[src/rtl/hpvol_pkg.sv]
package hpvol_pkg;

  localparam int BYTE_W = 8;
  localparam int CODE_W = 5;
  localparam int GAIN_W = 8;
  localparam int MUTE_BIT  = 2;
  localparam int LEFT_BIT  = 1;
  localparam int RIGHT_BIT = 0;
  localparam logic signed [GAIN_W-1:0] GAIN_FLOOR = -8'sd76;

  typedef enum logic [2:0] {
    ST_IDLE,
    ST_ADDR,
    ST_ADDR_ACK,
    ST_DATA,
    ST_DATA_ACK,
    ST_SKIP
  } tgt_state_e;

  // Non-uniform gain law: coarse steps at the bottom, 2 dB steps in the
  // middle band, 1 dB steps at the top.
  function automatic logic signed [GAIN_W-1:0] code_to_db(input logic [CODE_W-1:0] code);
    logic signed [GAIN_W-1:0] r;
    int c;
    c = int'(code);
    case (code)
      5'd0: r = -8'sd76;
      5'd1: r = -8'sd62;
      5'd2: r = -8'sd52;
      5'd3: r = -8'sd44;
      5'd4: r = -8'sd38;
      5'd5: r = -8'sd34;
      5'd6: r = -8'sd30;
      5'd7: r = -8'sd27;
      5'd8: r = -8'sd24;
      5'd9: r = -8'sd21;
      default: begin
        if (c < 26) r = GAIN_W'(2 * c - 38);
        else        r = GAIN_W'(c - 13);
      end
    endcase
    return r;
  endfunction

endpackage

[src/rtl/hpvol_sync.sv]
module hpvol_sync #(
  parameter int STAGES = 2
) (
  input  logic clk,
  input  logic rst,
  input  logic scl_raw,
  input  logic sda_raw,
  output logic scl_q,
  output logic sda_q,
  output logic scl_rise,
  output logic scl_fall,
  output logic start_det,
  output logic stop_det
);

  logic [STAGES-1:0] scl_pipe;
  logic [STAGES-1:0] sda_pipe;
  logic              scl_prev;
  logic              sda_prev;

  // Idle bus is high on both lines, so the pipes reset to ones.
  always_ff @(posedge clk) begin
    if (rst) begin
      scl_pipe <= '1;
      sda_pipe <= '1;
      scl_prev <= 1'b1;
      sda_prev <= 1'b1;
    end else begin
      scl_pipe <= {scl_pipe[STAGES-2:0], scl_raw};
      sda_pipe <= {sda_pipe[STAGES-2:0], sda_raw};
      scl_prev <= scl_pipe[STAGES-1];
      sda_prev <= sda_pipe[STAGES-1];
    end
  end

  assign scl_q     = scl_pipe[STAGES-1];
  assign sda_q     = sda_pipe[STAGES-1];
  assign scl_rise  = scl_q & ~scl_prev;
  assign scl_fall  = ~scl_q & scl_prev;
  assign start_det = scl_q & scl_prev & sda_prev & ~sda_q;
  assign stop_det  = scl_q & scl_prev & ~sda_prev & sda_q;

  // start and stop are never flagged together
  assert_start_stop_excl_R1: assert property (@(posedge clk) disable iff (rst)
    !(start_det && stop_det));

endmodule

[src/rtl/hpvol_target.sv]
module hpvol_target
  import hpvol_pkg::*;
#(
  parameter logic [BYTE_W-1:0] DEV_ADDR = 8'hEC
) (
  input  logic              clk,
  input  logic              rst,
  input  logic              scl_q,
  input  logic              sda_q,
  input  logic              scl_rise,
  input  logic              scl_fall,
  input  logic              start_det,
  input  logic              stop_det,
  output logic              sda_oe,
  output logic [BYTE_W-1:0] ctrl_q
);

  localparam int CNT_W = $clog2(BYTE_W);
  localparam logic [CNT_W-1:0] BIT_LAST = CNT_W'(BYTE_W - 1);

  tgt_state_e        state_q;
  logic [BYTE_W-1:0] shift_q;
  logic [CNT_W-1:0]  cnt_q;
  logic              full_q;
  logic              sda_oe_q;

  always_ff @(posedge clk) begin
    if (rst) begin
      state_q  <= ST_IDLE;
      shift_q  <= '0;
      cnt_q    <= '0;
      full_q   <= 1'b0;
      sda_oe_q <= 1'b0;
      ctrl_q   <= '0;
    end else if (start_det) begin
      state_q  <= ST_ADDR;
      cnt_q    <= '0;
      full_q   <= 1'b0;
      sda_oe_q <= 1'b0;
    end else if (stop_det) begin
      state_q  <= ST_IDLE;
      cnt_q    <= '0;
      full_q   <= 1'b0;
      sda_oe_q <= 1'b0;
    end else begin
      case (state_q)
        ST_ADDR, ST_DATA: begin
          if (scl_rise) begin
            shift_q <= {shift_q[BYTE_W-2:0], sda_q};
            if (cnt_q == BIT_LAST) full_q <= 1'b1;
            else                   cnt_q  <= cnt_q + 1'b1;
          end else if (scl_fall && full_q) begin
            full_q <= 1'b0;
            cnt_q  <= '0;
            if (state_q == ST_DATA) begin
              sda_oe_q <= 1'b1;
              state_q  <= ST_DATA_ACK;
            end else if (shift_q == DEV_ADDR) begin
              sda_oe_q <= 1'b1;
              state_q  <= ST_ADDR_ACK;
            end else begin
              state_q  <= ST_SKIP;
            end
          end
        end
        ST_ADDR_ACK: begin
          if (scl_fall) begin
            sda_oe_q <= 1'b0;
            state_q  <= ST_DATA;
          end
        end
        ST_DATA_ACK: begin
          if (scl_rise) ctrl_q <= shift_q;
          if (scl_fall) begin
            sda_oe_q <= 1'b0;
            state_q  <= ST_DATA;
          end
        end
        default: ;
      endcase
    end
  end

  assign sda_oe = sda_oe_q;

  // the line is only grabbed while the clock is low
  assert_ack_on_low_clock_R4: assert property (@(posedge clk) disable iff (rst)
    $rose(sda_oe_q) |-> !scl_q);

  // a skipped transfer never acknowledges
  assert_skip_silent_R2: assert property (@(posedge clk) disable iff (rst)
    (state_q == ST_SKIP) |-> !sda_oe_q);

  // the control word only changes out of the data acknowledge phase
  assert_commit_in_ack_R5: assert property (@(posedge clk) disable iff (rst)
    (ctrl_q != $past(ctrl_q)) |-> ($past(state_q) == ST_DATA_ACK));

  // a start always leads to address reception
  assert_start_to_addr_R1: assert property (@(posedge clk) disable iff (rst)
    start_det |=> (state_q == ST_ADDR) && (cnt_q == '0));

endmodule

[src/rtl/hpvol_decode.sv]
module hpvol_decode
  import hpvol_pkg::*;
(
  input  logic                     clk,
  input  logic                     rst,
  input  logic [BYTE_W-1:0]        ctrl_q,
  output logic signed [GAIN_W-1:0] gain_q,
  output logic                     mute_q,
  output logic                     left_q,
  output logic                     right_q,
  output logic                     shut_q
);

  logic [CODE_W-1:0] code;
  assign code = ctrl_q[BYTE_W-1 -: CODE_W];

  always_ff @(posedge clk) begin
    if (rst) begin
      gain_q  <= GAIN_FLOOR;
      mute_q  <= 1'b0;
      left_q  <= 1'b0;
      right_q <= 1'b0;
      shut_q  <= 1'b1;
    end else begin
      gain_q  <= ctrl_q[MUTE_BIT] ? GAIN_FLOOR : code_to_db(code);
      mute_q  <= ctrl_q[MUTE_BIT];
      left_q  <= ctrl_q[LEFT_BIT];
      right_q <= ctrl_q[RIGHT_BIT];
      shut_q  <= ~(ctrl_q[LEFT_BIT] | ctrl_q[RIGHT_BIT]);
    end
  end

  // muted output sits at the floor
  assert_mute_floor_R7: assert property (@(posedge clk) disable iff (rst)
    mute_q |-> (gain_q == GAIN_FLOOR));

  // shutdown tracks both enables being clear
  assert_shutdown_R8: assert property (@(posedge clk) disable iff (rst)
    shut_q == (!left_q && !right_q));

  // gain stays inside the law's range
  assert_gain_range_R6: assert property (@(posedge clk) disable iff (rst)
    (gain_q >= -8'sd76) && (gain_q <= 8'sd18));

endmodule

[src/rtl/hp_vol_ctrl.sv]
module hp_vol_ctrl
  import hpvol_pkg::*;
#(
  parameter int                SYNC_STAGES = 2,
  parameter logic [BYTE_W-1:0] DEV_ADDR    = 8'hEC
) (
  input  logic                     clk,
  input  logic                     rst,
  input  logic                     scl_i,
  input  logic                     sda_i,
  output logic                     sda_oe,
  output logic [BYTE_W-1:0]        ctrl_word,
  output logic signed [GAIN_W-1:0] gain_db,
  output logic                     mute,
  output logic                     left_en,
  output logic                     right_en,
  output logic                     shutdown
);

  logic scl_q, sda_q, scl_rise, scl_fall, start_det, stop_det;

  hpvol_sync #(.STAGES(SYNC_STAGES)) sync_i (
    .clk       (clk),
    .rst       (rst),
    .scl_raw   (scl_i),
    .sda_raw   (sda_i),
    .scl_q     (scl_q),
    .sda_q     (sda_q),
    .scl_rise  (scl_rise),
    .scl_fall  (scl_fall),
    .start_det (start_det),
    .stop_det  (stop_det)
  );

  hpvol_target #(.DEV_ADDR(DEV_ADDR)) tgt_i (
    .clk       (clk),
    .rst       (rst),
    .scl_q     (scl_q),
    .sda_q     (sda_q),
    .scl_rise  (scl_rise),
    .scl_fall  (scl_fall),
    .start_det (start_det),
    .stop_det  (stop_det),
    .sda_oe    (sda_oe),
    .ctrl_q    (ctrl_word)
  );

  hpvol_decode dec_i (
    .clk     (clk),
    .rst     (rst),
    .ctrl_q  (ctrl_word),
    .gain_q  (gain_db),
    .mute_q  (mute),
    .left_q  (left_en),
    .right_q (right_en),
    .shut_q  (shutdown)
  );

endmodule

[config.mk]
export PLATFORM = sky130hd
export DESIGN_NAME = hp_vol_ctrl
export DESIGN_NICKNAME = d
export VERILOG_FILES = /design/src/rtl/hpvol_pkg.sv /design/src/rtl/hpvol_sync.sv /design/src/rtl/hpvol_target.sv /design/src/rtl/hpvol_decode.sv /design/src/rtl/hp_vol_ctrl.sv
export SDC_FILE = /design/constraint.sdc
export NUM_CORES = 1
export LEC_CHECK = 0
export BUFFER_PORTS_ARGS = -buffer_cell sky130_fd_sc_hd__buf_2
export CAP_MARGIN = 10
export CORE_MARGIN = 2
export CORE_UTILIZATION = 57
export DETAILED_ROUTE_END_ITERATION = 7
export HOLD_SLACK_MARGIN = 0.08
export PLACE_DENSITY = 0.79
export REMOVE_ABC_BUFFERS = 1
export SLEW_MARGIN = 30
export SYNTH_ARGS = -nofsm -noshare
export SYNTH_HDL_FRONTEND = slang
export SYNTH_HIERARCHICAL = 1
export SYNTH_SLANG_ARGS = --single-unit
[constraint.sdc]
create_clock -name clk -period 1.88 [get_ports clk]
set_input_delay 0.47 -clock clk [delete_from_list [all_inputs] [get_ports clk]]
set_output_delay 0.47 -clock clk [all_outputs]
set_load 0.01 [all_outputs]
Word-level counts from Yosys, hierarchy flattened
Index checks and enable logic that the tools add are counted.
Cells by class
  reduce and logical (&&, ||, !) cells: 16
  add/subtract/negate cells: 3
  magnitude comparators: 1
  bitwise operators: 15
  multiplexer cells: 22
  equal/unequal tests: 24
Operator list (number)
  case mux 8 bit (10 select lines): 1
  2-to-1 mux 3 bit: 8
  == test 5 x 3 -> 1 bit (second input constant): 4
  AND reduction 4 bit: 4
  == test 5 x 2 -> 1 bit (second input constant): 2
  == test 5 x 4 -> 1 bit (second input constant): 2
  2-to-1 mux 1 bit: 10
  == test 8 bit (second input constant): 1
  2-to-1 mux 8 bit: 1
  AND 1 bit: 7
  NOT 1 bit: 7
  subtractor 6 x 6 -> 7 bit (second input constant): 1
  == test 3 x 2 -> 1 bit (second input constant): 2
  == test 3 bit (second input constant): 2
  != test 2 x 1 -> 1 bit (second input constant): 3
  case mux 3 bit (2 select lines): 1
  AND reduction 3 bit: 2
  OR reduction 2 bit: 3
  subtractor 5 x 4 -> 6 bit (second input constant): 1
  == test 5 x 1 -> 1 bit (second input constant): 1
  zero test 5 bit: 1
  < comparator 5 bit (second input constant): 1
  AND reduction 5 bit: 1
  != test 2 bit (second input constant): 2
  12 further kinds: 13
Storage, ports and cells
  output and inout port bits: 21
  word-level logic and storage cells: 97
  register bits after elaboration: 42
  input port bits: 4

Logic depth before layout (Yosys ltp)
Gate-level depths: netlist of run 1.
  depth in word-level cells: 8
  gate-level depth with buffers: 6
  depth with buffers taken out: 6

Hierarchy
The synthesis of run 1 kept the hierarchy.
Modules (own cells, without submodules)
  hpvol_target: cells an instance 103, times used 1, area each 1024.7 um^2, sequential area each 480.5 um^2
  hpvol_decode: cells an instance 88, times used 1, area each 778.2 um^2, sequential area each 240.2 um^2
  hpvol_sync: cells an instance 16, times used 1, area each 190.2 um^2, sequential area each 120.1 um^2

Worst setup path before layout of run 1
OpenSTA, ideal clock, no wires.
  path type: register -> register
  from: reg tgt_i.ctrl_q[4]
  to: reg dec_i.gain_q[3]
  stages on the path, launching flop included: 7
  required time: 1792 ps
  slack: 287 ps
  arrival time: 1505 ps
  cells stage by stage: dfxtp_1 -> inv_1 -> ha_1 -> nor4_2 -> o32a_2 -> nand2_1 -> o32ai_2
Between the ends
  longest elaborated chain between the ends: 3
RTL lines
  start: declaration: RTL line hpvol_target.sv:15  | output logic [BYTE_W-1:0] ctrl_q
  start signal: assignment: RTL line hpvol_target.sv:73  | if (scl_rise) ctrl_q <= shift_q;
  subtractor 6 x 6 -> 7 bit (tied with other cells): RTL line hpvol_pkg.sv:38  | if (c < 26) r = GAIN_W'(2 * c - 38);
  2-to-1 mux 8 bit: RTL line hpvol_pkg.sv:38
  case mux 8 bit (10 select lines) (*): RTL line hpvol_pkg.sv:26  | case (code)
  end signal: assignment: RTL line hpvol_decode.sv:25  | gain_q <= ctrl_q[MUTE_BIT] ? GAIN_FLOOR : code_to_db(code);
  end: declaration: RTL line hpvol_decode.sv:7  | output logic signed [GAIN_W-1:0] gain_q,
Mark *: on every way between the ends. The rest lies on a longest branch, timed or not.
A chain may end at the register's enable or synchronous reset.

Worst setup path in the final report of run 1
  from: reg tgt_i.ctrl_q[5]
  to: out ctrl_word[5]
RTL lines
  end: declaration: RTL line hp_vol_ctrl.sv:12  | output logic [BYTE_W-1:0] ctrl_word,
No word-level cell between the ends.

==> summary.md, run 1 <==
| Metric | Value |
|---|---|
| Clk_lat worst skew | `about 0.35 ns` |
| Status | `finished clean` |
| # setup viols final | `0` |
| Initial antenna violation count | `0` |
| CTS buffer count | `5` |
| H-tree levels | `2` |
| Layout cells sized above 1 | `0.2194` |
| Part of the cycle the worst path needs | `0.9145` |
| Rows | `21` |
| Hold Crit Start | `sda_i` |
| Min-Delay Path Depth | `2` |
| Vias per cell | `5.534` |
| Hold path endpoint | `sync_i/sda_pipe[0]$_SDFF_PP1_` |
| Clock power frac | `0.333` |
| Unique masters post-synth | `53` |
| Critical path's slowest cell | `dfxtp_1` |
| Clock root cell | `clkbuf_4` |
| EDFF count, synth | `0` |
| Overall Power | `1.410 mW` |
| R2r setup slk | `0.20 ns` |
| Reg power frac | `0.639` |
| Synth top area share | `0.4218` |
| First-pass GRT wire length | `6.410 mm` |
| Crit path arrival time | `~1.3 ns` |
| Ys Warns | `6` |
| DR DRC count | `0` |
| Skew final | `0.005692 ns` |
| Ant diodes | `0` |
| Final ANT Viol Nets | `0` |
| Routed WL per cell | `between 10 and 15 um` |
| Levels on crit path | `1` |
| VDD IR max | `0.4717 mV` |
| Initial drt markers | `96` |
| Fin. max-slew vios | `0` |
| Period minus WS final | `1.719 ns` |
| Most frequent cells after synthesis | `dfxtp_1, nor2_1, mux2i_1, nand2_1, a21oi_1` |
| Top routing layer used | `met4` |
| Reg2reg end | `tgt_i/sda_oe$_SDFFE_PP0P_` |
| CP Data Required Time | `around 1.4 ns` |
| Critical path peak fanout | `15` |
| RSZ-0062 raised after global routing | `false` |
| Gate power share | `0.028` |
| Gate Count Post-Synth | `207` |
| Mean Syn Cell Area | `slightly below 10 sq um` |
| Slowest stage delay, CP | `0.67 ns` |
| Starting density of the core | `0.5973` |
| Final setup TNS | `0 ns` |
| Vias in the first global route | `approximately 1400` |
| Setup crit end kind | `output pin` |
| Finished Layout Cells | `283` |
| FF-to-FF path depth | `5` |
| Pint | `1.090 mW` |
| Relative slew margins | `0.6499` |
| Die area | `3986 sq um` |
| Met1 Wirelength | `between 1.5 and 2 mm` |
| Fill count | `between 200 and 300` |
| Synthesis-to-layout area growth | `10.92%` |
| Post-detail-place hpwl | `2.617 mm` |
| Crit path cell chain | `buf_2` |
| Leading post-synthesis cells by cell area | `dfxtp_1, mux2i_1, nor2_1, ha_1, buf_6` |
| Clock Pin Slew Worst Setup and Hold Paths | `0.12 ns` |
| Worst r2r src | `sync_i/scl_pipe[1]$_SDFF_PP1_` |
| Cell taking the most area after synthesis | `dfxtp_1` |
| # IOs | `25` |
| Drt total wl | `between 3 and 4 mm` |
| Net switching power | `319.7 uW` |
| Mapped Area | `1993 sq um` |
| First-pass iteration count of the detailed router | `4` |
| Net Sw Frac | `0.2267` |
| Static leakage | `roughly 0.97 nW` |
| TritonCTS clock tree | `yes` |
| Kind of critical path | `flip-flop to output pin` |
| Most common cell in the netlist | `dfxtp_1` |
| Final #Nets | `247` |
| Port bufs | `24` |
| Max-cap check violation count | `0` |
| Clk sink count | `42` |
| Via count | `1566` |
| Gpl congestion | `0.8196` |
| Tightest Pin Transition | `approximately 0.52 ns` |
| Met3 routed WL | `about 160 um` |
| Fraction of registers with async set/reset | `0` |
| Die height | `about 63 um` |
| Post-synth top flop | `dfxtp_1` |
| Routed wl met2 | `1.653 mm` |
| Gr ovfl total | `0` |
| Tot GR Track Use | `0.2034` |
| Final Hold Fails | `0` |
| Buf/Inv on CP | `1` |
| CORE AREA | `3337 sq um` |
| Power per cell area | `about 640 nW/um^2` |
| Worst min path class | `input port to flip-flop` |
| Pin count of the biggest net entering global routing | `19` |
| Clock Path Buffers | `2` |
| CP delay by family, top | `flip-flops` |
| Die Width | `63.14 um` |
| Cell total after placement | `between 200 and 300` |
| Post-synthesis sequential area ratio | `0.4218` |
| Yosys reg bits | `42` |
| Kind of start point of the critical path | `flip-flop` |
| FMAX | `581.7 MHz` |
| Util after Layout | `0.6625` |
-- sequential cells by signal (all words and copies together), names as in the netlist --
signal / flops
sync_i/scl_pipe: 2
dec_i/mute_q: 1
tgt_i/state_q: 3
tgt_i/sda_oe: 1
tgt_i/full_q: 1
sync_i/sda_pipe: 2
tgt_i/cnt_q: 3
dec_i/left_q: 1
dec_i/gain_q: 8
tgt_i/ctrl_q: 8
dec_i/shut_q: 1
tgt_i/shift_q: 8
sync_i/scl_prev: 1
sync_i/sda_prev: 1
dec_i/right_q: 1
-- worst max path at each step --
stage / from / end / slack [ns]
final: tgt_i/ctrl_q[5]$_SDFFE_PP0P_ / ctrl_word[5] / 0.16
after global routing: sync_i/scl_pipe[1]$_SDFF_PP1_ / tgt_i/sda_oe$_SDFFE_PP0P_ / 0.08
after CTS: sync_i/scl_pipe[1]$_SDFF_PP1_ / tgt_i/sda_oe$_SDFFE_PP0P_ / 0.10
after detailed placement: sync_i/scl_pipe[1]$_SDFF_PP1_ / tgt_i/sda_oe$_SDFFE_PP0P_ / 0.18
after global placement: sync_i/scl_pipe[1]$_SDFF_PP1_ / tgt_i/sda_oe$_SDFFE_PP0P_ / 0.33
after floorplan: tgt_i/ctrl_q[4]$_SDFFE_PP0P_ / dec_i/gain_q[3]$_SDFF_PP0_ / 0.28
-- cells by family after synthesis --
kind of cell	Yosys count	synth area share
AOI/OAI and AO/OA	37	0.1356
xor gates and xnor gates	2	0.008790
DFF	42	0.4218
buffers and inverters	14	0.04896
and+or+nand+nor	86	0.2429
adders and majority gates	7	0.04394
muxes	19	0.09792
-- final cells by class --
class	instances	area, sq um	area share
Timing Repair Buffer	31	172.7	0.07810
Inverter	5	18.77	0.008489
Clock buffer	6	51.30	0.02320
Clock inverter	2	12.51	0.005659
Multi-Input combinational cell	151	1057	0.4782
Tap cell	46	57.56	0.02603
Sequential cell	42	840.8	0.3803
-- per-stage QoR --
step                      hold WS, ns  area, sq um  setup slack [ns]
after floorplan                0.3832         1914            0.2843
after global placement         0.3879         2145            0.3276
after detailed placement       0.3886         2145            0.1789
after CTS                      0.2780         2208            0.1041
after global routing           0.2742         2211           0.07702
final                          0.2892         2211            0.1608
-- power groups by stage --
stage | sequential [mW] | combinational (mW) | clock [mW]
3_3_place_gp | 0.920 | 0.0385 | 0
6_report | 0.901 | 0.0391 | 0.470
3_5_place_dp | 0.921 | 0.0389 | 0
4_1_cts | 0.901 | 0.0391 | 0.486
5_1_grt | 0.903 | 0.0444 | 0.528
2_1_floorplan | 0.920 | 0.0209 | 0
-- timing repair --
| action | in CTS | in global routing |
|---|---|---|
| setup endpoints to repair | 0 | 2 |
| buffers inserted | 0 | 0 |
| resized for setup | 0 | 1 |
| hold buffers | 0 | 0 |
-- layout by cell type, fill, tap and decap left out, drive strengths merged, types with 3 or more instances in the layout --
cell type,instances
nand3,3
or2,9
nor2,32
buf,31
nor3,3
nor2b,7
o221ai,3
dfxtp,42
nor3b,4
nand2,11
clkbuf,6
mux2i,18
and4b,3
o21ai,4
ha,7
a22oi,3
inv,5
a21oi,11
-- routing by layer --
layer,track usage,vias up
met5,0,-
met4,0.07778,0
met3,0.05536,4
met2,0.3231,36
met1,0.2633,736
li1,-,790
Note: power is estimated with default switching activity, not from simulation.
==> run 2, diff against run 1 <==
==> constraint.sdc (replaced) <==
create_clock -name clk -period 1.88 [get_ports clk]
set_input_delay 0.094 -clock clk [delete_from_list [all_inputs] [get_ports clk]]
set_output_delay 0.094 -clock clk [all_outputs]
set_load 0.01 [all_outputs]
==> run 2 against run 1 <==
- first-iteration DRC count is 15% lower
- routed wire length is 1.7% lower
- register-to-register slack better by 0.03 ns
- utilization hardly changed
- sequential cell count stayed put
- via count is 1.9% lower
- die area stayed put
- count of clock-buffer cells in the layout is 1 lower
- largest power group unchanged
- sequential power hardly changed
- total power is 0.53% higher
- worst hold slack worse by 0.13 ns
- critical path type is now flip-flop to flip-flop
==> summary.md, run 2 (same netlist as run 1, synthesis figures left out) <==
| Metric | Value |
|---|---|
| Status | `finished clean` |
| Clock root cell | `clkbuf_4` |
| Gpl congestion | `0.8232` |
| Largest regs | `dec_i/gain_q x8, tgt_i/ctrl_q x8, tgt_i/shift_q x8` |
| Worst r2r src | `tgt_i/ctrl_q[3]$_SDFFE_PP0P_` |
| Die Width | `63.14 um` |
| Hold Crit Start | `rst` |
| Via count | `1537` |
| # setup viols final | `0` |
| Clk_lat worst skew | `0.36 ns` |
| Fin. max-slew vios | `0` |
| Rows | `21` |
| Relative slew margins | `0.6748` |
| Gate power share | `0.028` |
| Kind of critical path | `flip-flop to flip-flop` |
| Final #Nets | `approximately 250` |
| Ant diodes | `0` |
| Final setup TNS | `0 ns` |
| Skew final | `0.009257 ns` |
| Tightest Pin Transition | `0.4871 ns` |
| Layout cells sized above 1 | `0.2068` |
| Crit path arrival time | `about 1.9 ns` |
| CORE AREA | `3337 sq um` |
| Period minus WS final | `roughly 1.6 ns` |
| Net switching power | `353.1 uW` |
| Power per cell area | `around 640 nW/um^2` |
| CP Data Required Time | `2.16 ns` |
| Reg2reg end | `dec_i/gain_q[3]$_SDFF_PP0_` |
| Crit path cell chain | `buf_4 > ha_1 > nor4_2 > o32a_2 > nand2_1 > o32ai_2` |
| Initial drt markers | `82` |
| Clock Path Buffers | `2` |
| Kind of start point of the critical path | `flip-flop` |
| Initial antenna violation count | `0` |
| R2r setup slk | `0.23 ns` |
| Min-Delay Path Depth | `2` |
| Reg power frac | `0.636` |
| Critical path peak fanout | `10` |
| Critical path's slowest cell | `dfxtp_1` |
| Die height | `roughly 63 um` |
| Clock Pin Slew Worst Setup and Hold Paths | `0.13 ns` |
| # hold bufs at CTS | `2` |
| Clock power frac | `0.336` |
| Slowest stage delay, CP | `0.37 ns` |
| CTS buffer count | `5` |
| Vias in the first global route | `approximately 1400` |
| Part of the cycle the worst path needs | `0.8752` |
| RSZ-0062 raised after global routing | `false` |
| Setup crit end kind | `flip-flop` |
| Clk sink count | `42` |
| Max-cap check violation count | `0` |
| First-pass iteration count of the detailed router | `4` |
| Worst min path class | `input port to flip-flop` |
| Final ANT Viol Nets | `0` |
| Gr ovfl total | `0` |
| Vias per cell | `about 5.4` |
| FF-to-FF path depth | `6` |
| DR DRC count | `0` |
| Final Hold Fails | `0` |
| CTS resizes | `0` |
| Tot GR Track Use | `0.1919` |
| Commonest non-fill, non-tap cell in the layout | `dfxtp_1` |
| Drt total wl | `3.583 mm` |
| Port bufs | `24` |
| Routed WL per cell | `12.66 um` |
| Starting density of the core | `0.5973` |
| H-tree levels | `2` |
| Die area | `3986 sq um` |
| VDD IR max | `roughly 0.63 mV` |
| Pin count of the biggest net entering global routing | `32` |
| Fill count | `about 300` |
| Overall Power | `1.418 mW` |
| Synthesis-to-layout area growth | `10.99%` |
| Post-detail-place hpwl | `2.452 mm` |
| Most frequent cells in the layout | `dfxtp_1, nor2_1, buf_2` |
| # IOs | `25` |
| Hold path endpoint | `tgt_i/ctrl_q[0]$_SDFFE_PP0P_` |
| TritonCTS clock tree | `yes` |
| Static leakage | `between 0.9 and 1 nW` |
| Net Sw Frac | `0.2491` |
| First-pass GRT wire length | `6.078 mm` |
| FMAX | `607.8 MHz` |
| Post-CTS Setup Repair Bufs | `0` |
| Pint | `1.065 mW` |
## run 2: changes by cell type in the layout (fill, tap and decap cells not counted), sizes merged
| cell | change |
|---|---|
| dlygate4sd3 | +2 |
| buf | -2 |
| clkbuf | -1 |
| inv | +1 |
## run 2: power by group through the flow
stage                     clock (mW)  combinational, mW  sequential [mW]
after floorplan                    0             0.0209            0.920
after global placement             0             0.0365            0.920
after detailed placement           0             0.0369            0.921
after CTS                      0.497             0.0401            0.901
after global routing           0.520             0.0453            0.902
final                          0.477             0.0399            0.901
## run 2: routing by layer
metal | wire (um) | vias to the layer above | share of wire | global-route usage
met4 | 50 | 0 | 0.014 | 0.06944
met1 | 1818 | 713 | 0.51 | 0.2503
met5 | 0 | - | 0 | 0
met3 | 152 | 5 | 0.042 | 0.06429
met2 | 1561 | 25 | 0.44 | 0.2952
li1 | - | 794 | - | -
## run 2: layout make-up
cell class	count	area (sq um)	area share
Sequential cell	42	840.8	0.3801
Inverter	5	18.77	0.008484
Clock inverter	3	25.02	0.01131
Multi-Input combinational cell	151	1055	0.4768
Tap cell	46	57.56	0.02602
Timing Repair Buffer	31	177.7	0.08032
Clock buffer	5	37.54	0.01697
## run 2: worst max-delay path: cells and delay by family, from the launching register on
| kind | cells | cell delay [ns] |
|---|---|---|
| and+or+nand+nor | 2 | 0.38 |
| adders and majority gates | 1 | 0.32 |
| AOI/OAI and AO/OA | 2 | 0.34 |
| buffers and inverters | 1 | 0.16 |
| DFF | 1 | 0.37 |
## run 2: per-stage QoR
stage	utilization	cells	instance area (sq um)	hold WS (ns)	worst slack (ns)
after floorplan	-	198	1914	0.1656	0.2843
after global routing	0.6629	283	2212	0.1766	0.04155
after detailed placement	0.6382	273	2130	0.2753	0.2457
after global placement	0.6382	273	2130	0.2711	0.3085
after CTS	0.6629	283	2212	0.1516	0.2332
final	0.6629	283	2212	0.1596	0.2347
## run 2: worst max path at each step
stage	start	slack, ns	endpoint	depth (start not counted)
finish	tgt_i/ctrl_q[3]$_SDFFE_PP0P_	0.23	dec_i/gain_q[3]$_SDFF_PP0_	6
floorplan	tgt_i/ctrl_q[4]$_SDFFE_PP0P_	0.28	dec_i/gain_q[3]$_SDFF_PP0_	6
CTS	sync_i/scl_pipe[1]$_SDFF_PP1_	0.23	tgt_i/sda_oe$_SDFFE_PP0P_	5
global route	sync_i/scl_pipe[1]$_SDFF_PP1_	0.04	tgt_i/cnt_q[0]$_SDFFE_PP0P_	5
global placement	sync_i/scl_pipe[1]$_SDFF_PP1_	0.31	tgt_i/sda_oe$_SDFFE_PP0P_	5
detailed placement	sync_i/scl_pipe[1]$_SDFF_PP1_	0.25	tgt_i/sda_oe$_SDFFE_PP0P_	5
